$ cat config.mk
export PLATFORM = sky130hd
export DESIGN_NAME = iir_df1
export DESIGN_NICKNAME = d
export VERILOG_FILES = /design/src/rtl/iir_pkg.sv /design/src/rtl/iir_stage.sv /design/src/rtl/iir_delay_line.sv /design/src/rtl/iir_mac.sv /design/src/rtl/iir_df1.sv
export SDC_FILE = /design/constraint.sdc
export NUM_CORES = 2
export LEC_CHECK = 0
export CAP_MARGIN = 20
export CORE_ASPECT_RATIO = 2
export CORE_MARGIN = 4
export CORE_UTILIZATION = 60
export CTS_BUF_LIST = sky130_fd_sc_hd__clkbuf_4 sky130_fd_sc_hd__clkbuf_8
export CTS_CLUSTER_DIAMETER = 100
export CTS_CLUSTER_SIZE = 10
export DETAILED_ROUTE_END_ITERATION = 10
export GPL_TIMING_DRIVEN = 0
export PLACE_DENSITY = 0.76
export SETUP_SLACK_MARGIN = 0.2
export SLEW_MARGIN = 10
export SYNTH_ARGS = -nofsm -noshare
export SYNTH_HDL_FRONTEND = slang
export SYNTH_SLANG_ARGS = --single-unit
$ cat constraint.sdc
create_clock -name clk -period 25.9 [get_ports clk]
set_clock_uncertainty 0.1 [all_clocks]
set_input_delay 7.77 -clock clk [delete_from_list [all_inputs] [get_ports clk]]
set_output_delay 7.77 -clock clk [all_outputs]
set_load 0.02 [all_outputs]
$ cat src/rtl/iir_pkg.sv
package iir_pkg;
  localparam int TAPS   = 12;
  localparam int DATA_W = 32;
  localparam int FRAC   = 8;
  localparam int COEF_W = 16;
  localparam int HIST   = TAPS - 1;

  // real feedforward value, symmetric about the centre
  function automatic real ff_real(input int k);
    int m;
    m = (k < TAPS / 2) ? k : TAPS - 1 - k;
    case (m)
      0:       return 0.001618571;
      1:       return 0.01780428;
      2:       return 0.08902138;
      3:       return 0.2670642;
      4:       return 0.5341283;
      5:       return 0.7477796;
      default: return 0.0;
    endcase
  endfunction

  // real feedback value; odd terms are tiny and round to zero
  function automatic real fb_real(input int k);
    case (k)
      0:       return 1.0;
      1:       return 8.274631e-16;
      2:       return 1.479294;
      3:       return 1.089388e-15;
      4:       return 0.7013122;
      5:       return 4.861197e-16;
      6:       return 0.1262132;
      7:       return 9.512539e-17;
      8:       return 0.007898376;
      9:       return -4.496047e-18;
      10:      return 0.0001152699;
      11:      return -6.398766e-21;
      default: return 0.0;
    endcase
  endfunction

  function automatic int quantize(input real r);
    return int'(r * real'(1 << FRAC));
  endfunction
endpackage

$ cat src/rtl/iir_stage.sv
module iir_stage #(
  parameter int W = 32
) (
  input  logic         clk,
  input  logic         rst_n,
  input  logic         up_valid,
  output logic         up_ready,
  input  logic [W-1:0] up_data,
  output logic         dn_valid,
  input  logic         dn_ready,
  output logic [W-1:0] dn_data
);
  assign up_ready = !dn_valid || dn_ready;

  always_ff @(posedge clk or negedge rst_n) begin
    if (!rst_n) begin
      dn_valid <= 1'b0;
      dn_data  <= '0;
    end else if (up_ready) begin
      dn_valid <= up_valid;
      if (up_valid) dn_data <= up_data;
    end
  end
endmodule

$ cat src/rtl/iir_delay_line.sv
module iir_delay_line #(
  parameter int W     = 32,
  parameter int DEPTH = 11
) (
  input  logic                clk,
  input  logic                rst_n,
  input  logic                shift,
  input  logic signed [W-1:0] din,
  output logic signed [W-1:0] taps [DEPTH]
);
  for (genvar i = 0; i < DEPTH; i++) begin : g_cell
    logic signed [W-1:0] src;
    if (i == 0) begin : g_head
      assign src = din;
    end else begin : g_body
      assign src = taps[i-1];
    end
    always_ff @(posedge clk or negedge rst_n) begin
      if (!rst_n)     taps[i] <= '0;
      else if (shift) taps[i] <= src;
    end
  end
endmodule

$ cat src/rtl/iir_mac.sv
module iir_mac
  import iir_pkg::*;
(
  input  logic signed [DATA_W-1:0] x_cur,
  input  logic signed [DATA_W-1:0] x_taps [HIST],
  input  logic signed [DATA_W-1:0] y_taps [HIST],
  output logic signed [DATA_W-1:0] y_next
);
  localparam int NPROD = TAPS + HIST;
  localparam int ACC_W = DATA_W + COEF_W + $clog2(NPROD);
  localparam logic signed [ACC_W-1:0] HALF = ACC_W'(1 << (FRAC - 1));

  logic signed [ACC_W-1:0] prod [NPROD];
  logic signed [ACC_W-1:0] acc;
  logic signed [ACC_W-1:0] rounded;
  logic signed [ACC_W-1:0] shifted;

  for (genvar k = 0; k < TAPS; k++) begin : g_ff
    localparam logic signed [COEF_W-1:0] CB = COEF_W'(quantize(ff_real(k)));
    logic signed [DATA_W-1:0] xs;
    if (k == 0) begin : g_now
      assign xs = x_cur;
    end else begin : g_old
      assign xs = x_taps[k-1];
    end
    assign prod[k] = ACC_W'(xs) * ACC_W'(CB);
  end

  for (genvar k = 1; k < TAPS; k++) begin : g_fb
    localparam logic signed [COEF_W-1:0] CA = COEF_W'(quantize(fb_real(k)));
    assign prod[TAPS+k-1] = -(ACC_W'(y_taps[k-1]) * ACC_W'(CA));
  end

  always_comb begin
    acc = '0;
    for (int i = 0; i < NPROD; i++) acc = acc + prod[i];
    rounded = acc + HALF;
    shifted = rounded >>> FRAC;
    y_next  = shifted[DATA_W-1:0];
  end
endmodule

$ cat src/rtl/iir_df1.sv
module iir_df1
  import iir_pkg::*;
(
  input  logic              clk,
  input  logic              rst_n,
  input  logic              in_valid,
  output logic              in_ready,
  input  logic [DATA_W-1:0] in_data,
  output logic              out_valid,
  input  logic              out_ready,
  output logic [DATA_W-1:0] out_data
);
  logic              s1_valid;
  logic [DATA_W-1:0] s1_data;
  logic              s2_ready;
  logic              advance;
  logic signed [DATA_W-1:0] x_hist [HIST];
  logic signed [DATA_W-1:0] y_hist [HIST];
  logic signed [DATA_W-1:0] y_new;

  iir_stage #(.W(DATA_W)) u_in (
    .clk(clk), .rst_n(rst_n),
    .up_valid(in_valid), .up_ready(in_ready), .up_data(in_data),
    .dn_valid(s1_valid), .dn_ready(s2_ready), .dn_data(s1_data)
  );

  iir_mac u_mac (
    .x_cur(s1_data), .x_taps(x_hist), .y_taps(y_hist), .y_next(y_new)
  );

  iir_stage #(.W(DATA_W)) u_out (
    .clk(clk), .rst_n(rst_n),
    .up_valid(s1_valid), .up_ready(s2_ready), .up_data(y_new),
    .dn_valid(out_valid), .dn_ready(out_ready), .dn_data(out_data)
  );

  assign advance = s1_valid && s2_ready;

  iir_delay_line #(.W(DATA_W), .DEPTH(HIST)) u_xline (
    .clk(clk), .rst_n(rst_n), .shift(advance), .din(s1_data), .taps(x_hist)
  );

  iir_delay_line #(.W(DATA_W), .DEPTH(HIST)) u_yline (
    .clk(clk), .rst_n(rst_n), .shift(advance), .din(y_new), .taps(y_hist)
  );
endmodule

After elaboration in Yosys (flattened, before gate mapping) --
Cells that the tools add are included.
Cells by class: mux-type cells 0, reduce and logical (&&, ||, !) cells 7, magnitude comparators 0, shift-type cells 0, div/mod/pow operators 0, bitwise logic cells 0, $mul 12, equal/unequal tests 0, add/sub/neg operators 18
Operators with widths (number):
- adder 40 bit | 13
- multiplier 32 x 9 -> 40 bit (second input constant) | 4
- multiplier 32 x 6 -> 38 bit (second input constant) | 4
- negator 40 bit | 2
- multiplier 32 x 4 -> 36 bit (second input constant) | 2
- adder 40 x 9 -> 40 bit (second input constant) | 1
- multiplier 32 x 10 -> 40 bit (second input constant) | 1
- negator 33 -> 40 bit | 1
- negator 37 -> 40 bit | 1
- multiplier 32 x 7 -> 38 bit (second input constant) | 1
- AND reduction 2 bit | 2
- zero test 1 bit | 2
- logical OR 1 bit | 2
- logical AND 1 bit | 1
Word-level totals: logic and storage cells 59, latch bits 0, memory bits (writable) 0, output and inout port bits 34, bits in read-only memories 0, memories kept 0, bits of input ports 36, register bits 642

Logic depth before layout (Yosys ltp) --
depth in word-level cells 15, depth in mapped cells 43

Hierarchy --
A second synthesis with hierarchy kept.
Second synthesis, totals: cells, all modules 6842, area, all modules 81480.6 sq um
By module, submodules not included:
- iir_mac | instances 1, cells each 5213, area each 52369.0 sq um, sequential area each 0.0 sq um
- iir_delay_line | instances 2, cells each 743, area each 13161.4 sq um, sequential area each 8808.4 sq um
- iir_stage | instances 2, cells each 71, area each 1391.3 sq um, sequential area each 825.8 sq um
- iir_df1 | instances 1, cells each 1, area each 6.3 sq um, sequential area each 0.0 sq um

Worst setup path after synthesis --
No wires, ideal clock.
kind input-to-output, start input port out_ready, end output port in_ready, slack 9.977 ns, path buffers 0, arrival time 8.053 ns, stages on the path 1, cells stage by stage nand3b_1
On the way: longest elaborated chain between the ends 2
Ends and longest elaborated chain:
- from (decl) | line iir_df1.sv:10 | input logic out_ready,
- logical OR 1 bit (2 in series) | line iir_stage.sv:13 | assign up_ready = !dn_valid || dn_ready;
- to (decl) | line iir_df1.sv:7 | output logic in_ready,
No other way between the ends.

Worst setup path in the final report --
Ends and elaborated chain as after synthesis.

==> out/results.txt <==
number of global-route vias before repair - 56100
Initial Utilization - 60.49%
syn_area_per_cell - 10.24 sq um
gr usage total - 35.55%
vias - 50730
number of synthesized flops with an enable pin - 0
routability congestion estimate - 0.9790
critical path class - in2out
fraction of registers with async set/reset - 100.0%
status - completed
critical-path maximum fanout - 3
H-tree depth - 3
clock root cell - clkbuf_8
Buffers on Ports - 69
TritonRoute pass-1 iters - 7
Required @ worst endpoint - 18.03 ns
WHS Path Cells - 2
routed wire length - 221000 microns
FP Rows - 181
RSZ-0062 raised after global routing - no
max_cap viols - 0
Worst Path Buf+Inv - 2
initial DRC count - 3120
GR Overflow Total - 0
largest net degree at the start of global routing - 118
routed len/inst - 24.79 microns
max incr delay on CP - 0.62 ns
later-pin clock latency in the skew report - 0.84 ns
Die W - 255.6 microns
worst-path cell chain - clkdlybuf4s50_1 -> nand3b_1 -> clkdlybuf4s50_1
Inst Count DP - 8817
DRC Markers - 0
IO Pins - 70
endpoints failing hold - 0
Core ar. - 121600 sq um
synth unique cells - 82
post-CTS resize count - 0
Net Count, Synth - 9468
total number of yosys warnings - 0
Hold WS - 0.3207 ns
Reg2Reg Depth - 37
CP arrival - 8.99 ns
Worst-path clk slew - 0.09 ns
CTS tree - built
antenna violations before repair - 11
CP endpoint kind - output pin
Rel. slew slack - 14.66%
Die ar. - 128600 sq um
Worst Setup Start Kind - primary input
cell depth of the worst setup path - 3
die height - 503.2 microns
Top delay family on crit path - buffers and inverters
cell mode on critical path - clkdlybuf4s50_1
setup bufs post-CTS - 0
Slowest-stage cell, CP - clkdlybuf4s50_1
Mapped Cells - 7182
nets - 9623
layout cell share with drive strength beyond 1 - 2.750%
detailed placement HPWL - 190100 microns
first-pass GRT wire length - 334700 microns
Seq/Total Area, Yosys - 20.75%
number of CTS-inserted buffers - 71
DR vias/cell - 5.690
CTS sink count - 610
ys flop type - dfrtp_1
antenna viol nets, final - 0
Clock Path Buffers - 3
Area Growth Syn to Fin - 5.449%
Final min period - 16.86 ns
Final setup viols - 0
Max Slew Vio Count - 0
Tightest Hold Check Type - reg2reg
hold_buf cts - 0
Finished Layout Cells - 8916
worst-margin pin slew - 1.280 ns
synthesized area - 73570 sq um
fin crit share - 65.11%
FMAX - 59.30 MHz
Synth Register Bits - 610
[cell type report]
class	instances	area, sq um
tap	1555	1946
sequential	610	15260
clock buffer	73	998.5
inverter	1347	5056
clock inverter	8	66.31
buffer	167	754.5
multi-input combinational	5058	52500
antenna	16	40.04
fill	9898	44040
timing repair buffer	82	950.9
[worst min-delay path: stages, from the launching register on]
cell and delay, ns:
dfrtp_1 0.35, nand2_1 0.05, nand2_1 0.05
[metrics by stage]
step / setup TNS, ns / area [sq um] / utilization [%] / setup slack (ns)
after CTS: 0 / 77510 / 63.74 / 9.029
after global routing: 0 / 77560 / 63.78 / 9.013
final: 0 / 77580 / 63.79 / 9.035
after detailed placement: 0 / 76450 / 62.86 / 9.037
after global placement: -6256.77 / 76200 / 62.66 / -10.54
after floorplan: 0 / 73570 / - / 9.977
[layout by cell type (no fill, tap or decap), types with 10 or more instances in the layout]
cell type and instances:
a211oi_1 12, a21o_1 100, a21oi_1 194, a31oi_1 11, and2_1 12, and3_1 19
buf_4 33, clkbuf_1 122, clkbuf_8 72, clkdlybuf4s50_1 68, dfrtp_1 610, diode_2 16
fa_1 1271, ha_1 979, inv_1 1347, mux2_2 33, nand2_1 1287, nand2b_1 37
nand3_1 39, nand4_1 16, nor2_1 123, nor2b_1 29, nor3_1 32, o211ai_1 12
o21a_1 34, o21ai_0 353, o21ai_1 10, o21bai_1 35, or3_1 11, xnor2_1 212
xor2_1 78
[per-layer routing]
layer | up-vias | GRT usage, % | wire length, microns
li1 | 22640 | - | -
met1 | 25830 | 34.16 | 67360
met2 | 1470 | 61.55 | 111000
met3 | 783 | 4.684 | 8984
met4 | 2 | 40.47 | 33670
met5 | - | 0 | 13
[registers in the layout (all words and copies together) (netlist names)]
name / flops
u_in.dn_valid: 1
u_yline.g_cell.src: 256
u_out.dn_valid: 1
u_xline.g_cell.src: 320
u_in.dn_data: 32
[synthesized netlist by cell type (all sizes together) (78+ instances only)]
library cell / number / area, sq um
o21ai: 364 / 1826
a21oi: 196 / 988.4
nor2: 123 / 461.7
xnor2: 213 / 1873
clkbuf: 127 / 476.7
dfrtp: 610 / 15260
xor2: 78 / 683.2
nand2: 1288 / 4837
inv: 1347 / 5056
fa: 1271 / 25440
a21o: 100 / 750.7
ha: 979 / 12250
[path summary, 6_finish.rpt]
kind / startpoint / end / slack, ns
worst max-delay path: out_ready / in_ready / 9.04
worst min-delay path: u_yline.g_cell[7].src[23]$_DFFE_PN0P_ / u_yline.g_cell[8].src[23]$_DFFE_PN0P_ / 0.32
worst min register to register: u_yline.g_cell[7].src[23]$_DFFE_PN0P_ / u_yline.g_cell[8].src[23]$_DFFE_PN0P_ / 0.32
min in group asynchronous: rst_n / u_in.dn_data[28]$_DFFE_PN0P_ / 6.80
max in group asynchronous: rst_n / u_yline.g_cell[8].src[2]$_DFFE_PN0P_ / 16.04
worst max register to register: u_xline.g_cell[9].src[5]$_DFFE_PN0P_ / u_yline.g_cell[1].src[31]$_DFFE_PN0P_ / 13.93
[kinds of logic (layout without fill, tap and decap cells)]
kind of cell,count (synthesis),after routing,share of synthesized area (%)
fa+ha+maj,2250,2250,51.24
xor+xnor,293,293,3.536
mux,37,37,0.5595
buf+inv,1514,1677,7.888
simple gates,1634,1634,9.041
compound gates,844,844,6.990
flops,610,610,20.75
other cells,0,16,0
Power is not shown: default switching activity piles up to over one toggle a cycle in this logic, so the estimate is an artifact.
